<file path="config.mk">
export PLATFORM = sky130hd
export DESIGN_NAME = erase_seq
export DESIGN_NICKNAME = d
export VERILOG_FILES = /design/src/rtl/erase_seq.sv
export SDC_FILE = /design/constraint.sdc
export NUM_CORES = 1
export LEC_CHECK = 0
export BUFFER_PORTS_ARGS = -buffer_cell sky130_fd_sc_hd__buf_2
export CORE_ASPECT_RATIO = 0.75
export CORE_UTILIZATION = 30
export CTS_BUF_LIST = sky130_fd_sc_hd__clkbuf_8
export DETAILED_ROUTE_END_ITERATION = 8
export GPL_TIMING_DRIVEN = 0
export HOLD_SLACK_MARGIN = 0.12
export PLACE_DENSITY = 0.47
export SLEW_MARGIN = 20
export SYNTH_ARGS = -nofsm -noshare
export SYNTH_HDL_FRONTEND = slang
export SYNTH_SLANG_ARGS = --single-unit
export TNS_END_PERCENT = 1
</file>
<file path="constraint.sdc">
create_clock -name clk -period 5.3 [get_ports clk]
set_input_delay 0.265 -clock clk [delete_from_list [all_inputs] [get_ports clk]]
set_output_delay 0.265 -clock clk [all_outputs]
set_load 0.05 [all_outputs]
</file>
<file path="src/rtl/erase_seq.sv">
module erase_seq #(
  parameter int HALF_CYC   = 100,
  parameter int GAP_CYC    = 200,
  parameter int WAIT_CYC   = 1600000,
  parameter int CFG_OFFSET = 7
) (
  input  logic       clk,
  input  logic       rst_n,
  input  logic       start,
  input  logic [1:0] mode,
  output logic       pgc,
  output logic       pgd,
  output logic       pgd_oe,
  output logic       busy,
  output logic       done
);

  localparam int M1    = (HALF_CYC > GAP_CYC) ? HALF_CYC : GAP_CYC;
  localparam int CMAX  = (M1 > WAIT_CYC) ? M1 : WAIT_CYC;
  localparam int CW    = $clog2(CMAX + 1);
  localparam int IDX_W = $clog2(CFG_OFFSET + 9);
  localparam logic [15:0] DATA_WORD = {1'b0, {14{1'b1}}, 1'b0};

  localparam logic [1:0] K_CMD = 2'd0, K_DATA = 2'd1, K_WAIT = 2'd2, K_END = 2'd3;

  typedef enum logic [2:0] {S_IDLE, S_GAP, S_HIGH, S_LOW, S_WAIT} st_t;

  st_t              state;
  logic [CW-1:0]    cnt;
  logic [15:0]      sh;
  logic [3:0]       nbit;
  logic [IDX_W-1:0] idx;
  logic [1:0]       mode_q;
  logic             pgc_q, pgd_q, oe_q, done_q;

  logic [1:0]       kind;
  logic [5:0]       code;
  logic [IDX_W-1:0] base, rel;

  assign base = (mode_q == 2'd2) ? IDX_W'(2 + CFG_OFFSET) : IDX_W'(2);
  assign rel  = idx - base;

  always_comb begin
    kind = K_CMD;
    code = 6'h00;
    if (idx == '0) begin
      case (mode_q)
        2'd0:    code = 6'h02;
        2'd1:    code = 6'h03;
        default: code = 6'h00;
      endcase
    end else if (idx == IDX_W'(1)) begin
      kind = K_DATA;
    end else if (idx < base) begin
      code = 6'h06;
    end else begin
      case (rel)
        IDX_W'(0), IDX_W'(4): code = 6'h01;
        IDX_W'(1), IDX_W'(5): code = 6'h07;
        IDX_W'(2):            code = 6'h08;
        IDX_W'(3):            kind = K_WAIT;
        default:              kind = K_END;
      endcase
    end
  end

  always_ff @(posedge clk or negedge rst_n) begin
    if (!rst_n) begin
      state  <= S_IDLE;
      cnt    <= '0;
      sh     <= '0;
      nbit   <= '0;
      idx    <= '0;
      mode_q <= '0;
      pgc_q  <= 1'b0;
      pgd_q  <= 1'b0;
      oe_q   <= 1'b0;
      done_q <= 1'b0;
    end else begin
      done_q <= 1'b0;
      case (state)
        S_IDLE: if (start && mode != 2'd3) begin
          mode_q <= mode;
          idx    <= '0;
          oe_q   <= 1'b1;
          cnt    <= CW'(GAP_CYC - 1);
          state  <= S_GAP;
        end
        S_GAP: if (cnt != '0) cnt <= cnt - 1'b1;
        else begin
          case (kind)
            K_END: begin
              state  <= S_IDLE;
              oe_q   <= 1'b0;
              done_q <= 1'b1;
            end
            K_WAIT: begin
              state <= S_WAIT;
              cnt   <= CW'(WAIT_CYC - 1);
            end
            K_DATA: begin
              pgd_q <= DATA_WORD[0];
              sh    <= DATA_WORD >> 1;
              nbit  <= 4'd15;
              pgc_q <= 1'b1;
              cnt   <= CW'(HALF_CYC - 1);
              state <= S_HIGH;
            end
            default: begin
              pgd_q <= code[0];
              sh    <= {11'b0, code[5:1]};
              nbit  <= 4'd5;
              pgc_q <= 1'b1;
              cnt   <= CW'(HALF_CYC - 1);
              state <= S_HIGH;
            end
          endcase
        end
        S_HIGH: if (cnt != '0) cnt <= cnt - 1'b1;
        else begin
          pgc_q <= 1'b0;
          cnt   <= CW'(HALF_CYC - 1);
          state <= S_LOW;
        end
        S_LOW: if (cnt != '0) cnt <= cnt - 1'b1;
        else if (nbit != '0) begin
          pgd_q <= sh[0];
          sh    <= sh >> 1;
          nbit  <= nbit - 1'b1;
          pgc_q <= 1'b1;
          cnt   <= CW'(HALF_CYC - 1);
          state <= S_HIGH;
        end else begin
          pgd_q <= 1'b0;
          idx   <= idx + 1'b1;
          cnt   <= CW'(GAP_CYC - 1);
          state <= S_GAP;
        end
        S_WAIT: if (cnt != '0) cnt <= cnt - 1'b1;
        else begin
          idx   <= idx + 1'b1;
          cnt   <= CW'(GAP_CYC - 1);
          state <= S_GAP;
        end
        default: state <= S_IDLE;
      endcase
    end
  end

  assign pgc    = pgc_q;
  assign pgd    = pgd_q;
  assign pgd_oe = oe_q;
  assign busy   = (state != S_IDLE);
  assign done   = done_q;

  logic [CW-1:0] hi_run, lo_run;
  always_ff @(posedge clk or negedge rst_n) begin
    if (!rst_n) begin
      hi_run <= '0;
      lo_run <= '0;
    end else begin
      hi_run <= pgc ? hi_run + 1'b1 : '0;
      if (pgc)                         lo_run <= '0;
      else if (lo_run != CW'(HALF_CYC)) lo_run <= lo_run + 1'b1;
    end
  end

  assert_idle_quiet_R1: assert property (@(posedge clk) disable iff (!rst_n)
    !busy |-> (!pgc && !pgd && !pgd_oe));
  assert_done_pulse_R2: assert property (@(posedge clk) disable iff (!rst_n)
    done |=> !done);
  assert_done_idle_R2: assert property (@(posedge clk) disable iff (!rst_n)
    done |-> !busy);
  assert_pgd_stable_R6: assert property (@(posedge clk) disable iff (!rst_n)
    (pgc && $past(pgc)) |-> $stable(pgd));
  assert_half_high_R6: assert property (@(posedge clk) disable iff (!rst_n)
    $fell(pgc) |-> (hi_run == CW'(HALF_CYC)));
  assert_min_low_R8: assert property (@(posedge clk) disable iff (!rst_n)
    $rose(pgc) |-> (lo_run == CW'(HALF_CYC)));
  assert_oe_cover_R9: assert property (@(posedge clk) disable iff (!rst_n)
    (pgc || pgd) |-> pgd_oe);
  assert_mode3_ignored_R10: assert property (@(posedge clk) disable iff (!rst_n)
    (!busy && start && mode == 2'd3) |=> !busy);

endmodule

</file>
# ---- Word level (Yosys, flattened, before mapping)
# Cells that the tools add are included.
dict set report op_classes {
  n_addsub 4
  magnitude_cmp 1
  eq_ne 26
  mux 59
  reduce_logical 25
}
# op count
set op_table {}
lappend op_table {{two-way mux 21 bit} 5}
lappend op_table {{case mux 21 bit (5 select lines)} 1}
lappend op_table {{case mux 16 bit (2 select lines)} 2}
lappend op_table {{two-way mux 16 bit} 3}
lappend op_table {{case mux 21 bit (2 select lines)} 1}
lappend op_table {{two-way mux 4 bit} 10}
lappend op_table {{case mux 4 bit (3 select lines)} 2}
lappend op_table {{nonzero test 21 bit} 1}
lappend op_table {{subtractor 21 x 1 -> 21 bit (second input constant)} 1}
lappend op_table {{inequality test 2 bit (second input constant)} 10}
lappend op_table {{case mux 4 bit (2 select lines)} 2}
lappend op_table {{two-way mux 3 bit} 5}
lappend op_table {{case mux 3 bit (5 select lines)} 1}
lappend op_table {{AND reduction 5 bit} 3}
lappend op_table {{two-way mux 1 bit} 14}
lappend op_table {{nonzero test 3 bit} 3}
lappend op_table {{equality test 4 x 1 -> 1 bit (second input constant)} 2}
lappend op_table {{equality test 4 x 2 -> 1 bit (second input constant)} 2}
lappend op_table {{equality test 4 x 3 -> 1 bit (second input constant)} 2}
lappend op_table {{zero test 4 bit} 2}
lappend op_table {{two-way mux 2 bit} 4}
lappend op_table {{two-way mux 8 bit} 1}
lappend op_table {{case mux 2 bit (2 select lines)} 2}
lappend op_table {{AND reduction 4 bit} 2}
lappend op_table {{25 further kinds} 34}
dict set report word_totals {
  regBits 54
  input_bits 5
  out_inout_bits 5
  wordCells 125
}

# ---- Depth between registers and ports, before layout
dict set report depth {
  ltp_word 14
  depth_mapped 12
  depth_no_buf 10
}

# ---- Least setup slack after synthesis
# OpenSTA, ideal clock, no wires.
dict set report synth_timing {
  kind {register -> register}
  from {reg mode_q[0]}
  to {reg nbit[0]}
  arrival_ps 3046
  required_time_ps 5166
  setup_slack_ps 2120
  stages_incl_launch_ff 13
  cell_sequence {dfrtp_1 -> nor2b_1 -> ha_1 -> inv_1 -> fa_1 -> o21a_1 -> o32ai_1 -> a311oi_1 -> or4_1 -> clkbuf_1 -> clkbuf_1 -> o21ai_0 -> o21ai_0}
}
dict set report synth_via {
  elab_chain_cells 13
  word_cells_on_any_way 20
  cone_classes {add/sub: 1; order compare: 1; eq/ne: 9; mux: 5; reduce/logical: 4}
}
# item line
set synth_rtl {}
lappend synth_rtl {{start, declared} 33} ;# logic [1:0] mode_q;
lappend synth_rtl {{start signal, assigned} 83} ;# mode_q <= mode;
lappend synth_rtl {{equality test 2 bit (*)} 40} ;# assign base = (mode_q == 2'd2) ? IDX_W'(2 + CFG_OFFSET) : IDX_W'(2);
lappend synth_rtl {{two-way mux 4 bit (*)} 40}
lappend synth_rtl {{subtractor 4 bit} 41} ;# assign rel = idx - base;
lappend synth_rtl {{equality test 4 x 2 -> 1 bit, or another cell as far along} 57} ;# case (rel)
lappend synth_rtl {{OR reduction 5 bit (no line)} n/a}
lappend synth_rtl {{case mux 2 bit (2 select lines)} 57}
lappend synth_rtl {{two-way mux 2 bit (*)} 54} ;# end else if (idx < base) begin
lappend synth_rtl {{two-way mux 2 bit (*)} 52} ;# end else if (idx == IDX_W'(1)) begin
lappend synth_rtl {{two-way mux 2 bit (*)} 46} ;# if (idx == '0) begin
lappend synth_rtl {{equality test 2 bit} 91} ;# case (kind)
lappend synth_rtl {{OR reduction 2 bit (no line) (*)} n/a}
lappend synth_rtl {{inequality test 2 bit (no line) (*)} n/a}
lappend synth_rtl {{AND reduction 5 bit (no line) (*)} n/a}
lappend synth_rtl {{end signal, assigned} 129} ;# nbit <= nbit - 1'b1;
lappend synth_rtl {{end, declared} 31} ;# logic [3:0] nbit;
# Every way passes the cells marked *; elsewhere a longest branch is shown, timed or not.
# A chain may end at the register's enable or synchronous reset.

# ---- Worst setup path in the final report
dict set report layout_timing {
  from {reg mode_q[0]}
  to {reg sh[11]}
}
dict set report layout_via {
  elab_chain_cells 14
  word_cells_on_any_way 24
  cone_classes {add/sub: 1; order compare: 1; eq/ne: 10; mux: 8; reduce/logical: 4}
}
# item line
set layout_rtl {}
lappend layout_rtl {{equality test 2 bit (*)} 40}
lappend layout_rtl {{two-way mux 4 bit (*)} 40}
lappend layout_rtl {{subtractor 4 bit} 41}
lappend layout_rtl {{equality test 4 x 2 -> 1 bit, or another cell as far along} 57}
lappend layout_rtl {{OR reduction 5 bit (no line)} n/a}
lappend layout_rtl {{case mux 2 bit (2 select lines)} 57}
lappend layout_rtl {{two-way mux 2 bit (*)} 54}
lappend layout_rtl {{two-way mux 2 bit (*)} 52}
lappend layout_rtl {{two-way mux 2 bit (*)} 46}
lappend layout_rtl {{equality test 2 bit} 91}
lappend layout_rtl {{OR reduction 2 bit (no line)} n/a}
lappend layout_rtl {{case mux 16 bit (2 select lines)} 91}
lappend layout_rtl {{two-way mux 16 bit} 89} ;# S_GAP: if (cnt != '0) cnt <= cnt - 1'b1;
lappend layout_rtl {{case mux 16 bit (2 select lines)} 81} ;# case (state)
lappend layout_rtl {{end signal, assigned} 103} ;# sh <= DATA_WORD >> 1;
lappend layout_rtl {{end signal, assigned} 111} ;# sh <= {11'b0, code[5:1]};
lappend layout_rtl {{end signal, assigned} 128} ;# sh <= sh >> 1;
lappend layout_rtl {{end, declared} 30} ;# logic [15:0] sh;
# Every way passes the cells marked *; elsewhere a longest branch is shown, timed or not. The select of a mux whose other input is x is not followed.

==> impl_metrics.json <==
{
  "status": "complete, no violations",
  "synth_xor_area_frac": 0.0134,
  "clk_pin_slew_ns": 0.11,
  "dieWidth_microns": 123,
  "cp-start-kind": "flop",
  "drive_above_1_share": 0.0865,
  "syn_area_sq_um": 3280,
  "gp_congestion": 0.827,
  "timing.rr.start": "mode_q[0]",
  "cp_max_fo": 10,
  "cts_setup_buffers": 0,
  "cp-end-kind": "flop",
  "overflow": 0,
  "rows": 32,
  "wl_microns": 8700,
  "syn_area_per_cell_sq_um": 8.74,
  "r2r_cells": 12,
  "synth_most_common_cell": "dfrtp_1",
  "clockRootBuffer": "clkbuf_8",
  "finalMaxSlewViolations": 0,
  "cts_tree": "yes",
  "initialDrtViolationCount": 291,
  "place_hpwl_microns": 6170,
  "fin_crit_sh": 0.742,
  "n_antenna_cell": 0,
  "min_path_cells": 2,
  "crit_type": "flop to flop",
  "syn_to_final_growth_pct": 9.89,
  "cellPowerDensity_nw_per_um2": 199,
  "cap_violations": 0,
  "finalCriticalPeriod_ns": 3.93,
  "muxShareOfSynthArea": 0.0237,
  "synth_compound_area_frac": 0.261,
  "synth.area.top_cells": "dfrtp_1, o21ai_0, nand2_1",
  "multi_input_area_sq_um": 1840,
  "coreArea_sq_um": 10500,
  "routedWlPerCell_microns": 16.4,
  "finalPower_mw": 0.716,
  "synth_edf_count": 0,
  "cts_sinks": 52,
  "tightest_slew_ns": 0.806,
  "clk-insertion-delay-late_ns": 0.32,
  "pin_count": 10,
  "max_clock_freq_ghz": 0.254,
  "grt_start_max_net_pins": 53,
  "via_count": 2852,
  "drtPass1Iterations": 4,
  "grt_pass1_wl_microns": 15100,
  "leakagePower_nw": 1.36,
  "regArea_sq_um": 1300,
  "cts.path.max_buffers": 2,
  "yosysTopAreaCell": "dfrtp_1",
  "yosysSeqAreaShare": 0.397,
  "cp.arrival_ns": 4.17,
  "skew_ns": 0.00924,
  "synth_seq_cells": 52,
  "hold_start": "mode[1]",
  "min_path_type": "input pin to flop",
  "r2r-end": "sh[11]",
  "vias_per_cell": 5.39,
  "hold_violations": 0,
  "synth_cells": 375,
  "synth_top_cell_area_share": 0.397,
  "htree_levels": 2,
  "die_height_microns": 92.5,
  "whs_endpoint": "mode_q[1]",
  "synth_nets": 390,
  "grt_pass1_vias": 2803,
  "yosys.cell_types.count": 63,
  "layout.nets": 407,
  "die-area_sq_um": 11400,
  "rsz0062_at_grt": "no",
  "fillers": 1086,
  "fin_util": 0.345,
  "synth-simple-area-share": 0.224,
  "timing.setup.tns_ns": 0,
  "slew_headroom": 0.459,
  "grt_usage": 0.173,
  "numPortBuffers": 9,
  "drc": 0,
  "synth_ff_type": "dfrtp_1",
  "drtAntennaViolNets": 0,
  "antenna_found_initial": 0,
  "peakVddDrop_v": 0.0000951,
  "async_flop_share": 1.00,
  "cts_buffers": 5,
  "synth_fa_ha_area_frac": 0.0405,
  "initial_core_util": 0.314,
  "place_inst": 520,
  "synth_top_family_by_area": "compound AO/OA/AOI/OAI gates",
  "ys_warn_count": 0,
  "reg2reg_slack_ns": 1.37,
  "synth_commonest_cells": "dfrtp_1, o21ai_0, nand2_1",
  "cp.required_ns": 5.54,
  "final_cells": 529,
  "setup_viol": 0
}
sequential cells by signal (all words and copies together), names as in the netlist:
| signal | flops |
|---|---|
| cnt | 21 |
| done | 1 |
| mode_q | 2 |
| pgd | 1 |
| idx | 4 |
| sh | 14 |
| nbit | 4 |
| state | 3 |
| pgc | 1 |
| pgd_oe | 1 |
kinds of logic (layout without fill, tap and decap cells):
family,count (synthesis),in the layout
mux,7,7
compound gates,125,125
fa+ha+maj,10,10
xor+xnor,5,5
simple gates,142,142
flops,52,52
buf+inv,34,52
critical path, cell delays in order, from the launching register on:
cell,delay [ns]
dfrtp_1,0.42
nor2b_1,0.34
ha_1,0.26
inv_1,0.06
fa_1,0.63
a21bo_2,0.18
nand2_1,0.10
a311oi_1,0.67
or4_1,0.22
clkbuf_1,0.31
clkbuf_1,0.46
nand2_1,0.09
o21ai_0,0.11
worst max path at each step:
| stage | start | slack [ns] | end | cells after the start |
|---|---|---|---|---|
| final | mode_q[0] | 1.37 | sh[11] | 12 |
| after global placement | mode_q[1] | 1.46 | nbit[0] | 11 |
| after global routing | mode_q[1] | 0.98 | sh[0] | 12 |
| after floorplan | mode_q[0] | 2.12 | nbit[0] | 12 |
| after CTS | mode_q[0] | 1.41 | nbit[0] | 11 |
| after detailed placement | mode_q[0] | 1.42 | nbit[3] | 12 |
stage by stage:
| stage | cell area (sq um) | setup slack [ns] | hold slack, ns |
|---|---|---|---|
| after global placement | 3490 | 1.46 | 0.465 |
| after CTS | 3600 | 1.41 | 0.175 |
| after floorplan | 3280 | 2.12 | -0.0306 |
| after detailed placement | 3500 | 1.42 | 0.369 |
| after global routing | 3600 | 0.982 | 0.174 |
| final | 3600 | 1.37 | 0.190 |
power by group:
part           switching [mW]  total [mW]  internal (mW)
clock network           0.151       0.258          0.107
registers             0.00253       0.401          0.398
logic                  0.0358      0.0573         0.0215
layout by cell type (no fill, tap or decap), types with 4 or more instances in the layout:
| master | Yosys | layout |
|---|---|---|
| buf_2 | 1 | 9 |
| nand3_1 | 13 | 13 |
| a21oi_1 | 19 | 19 |
| inv_1 | 14 | 14 |
| clkbuf_1 | 18 | 18 |
| nand2b_1 | 6 | 6 |
| or4_1 | 7 | 7 |
| and2_1 | 5 | 5 |
| nor2b_1 | 6 | 6 |
| mux2_2 | 4 | 4 |
| o21ai_0 | 38 | 38 |
| nand4_1 | 4 | 4 |
| ha_1 | 9 | 9 |
| nor2_1 | 32 | 32 |
| dfrtp_1 | 52 | 52 |
| nand2_1 | 34 | 34 |
| o31ai_1 | 17 | 17 |
| nor3_1 | 14 | 14 |
| clkbuf_8 | 0 | 6 |
area by class of cell:
type,instances,share of cell area
sequential,52,0.361
multi-input combinational,289,0.512
timing repair buffer,10,0.0160
inverter,14,0.0146
clock inverter,2,0.00382
clock buffer,6,0.0229
tap,136,0.0472
buffer,20,0.0222
repair_timing:
item                      in CTS  in global routing
resized for setup              0                  0
hold buffers                   1                  0
hold endpoints to repair      52                  0
routing by layer:
layer  vias to the layer above  global-route usage  routed length (microns)
li1                       1436                   -                        -
met1                      1347               0.279                     4880
met2                        60               0.223                     3320
met3                         9              0.0302                      368
met4                         0              0.0549                      123
met5                         -                   0                        0
(Power assumes the default switching activity.)
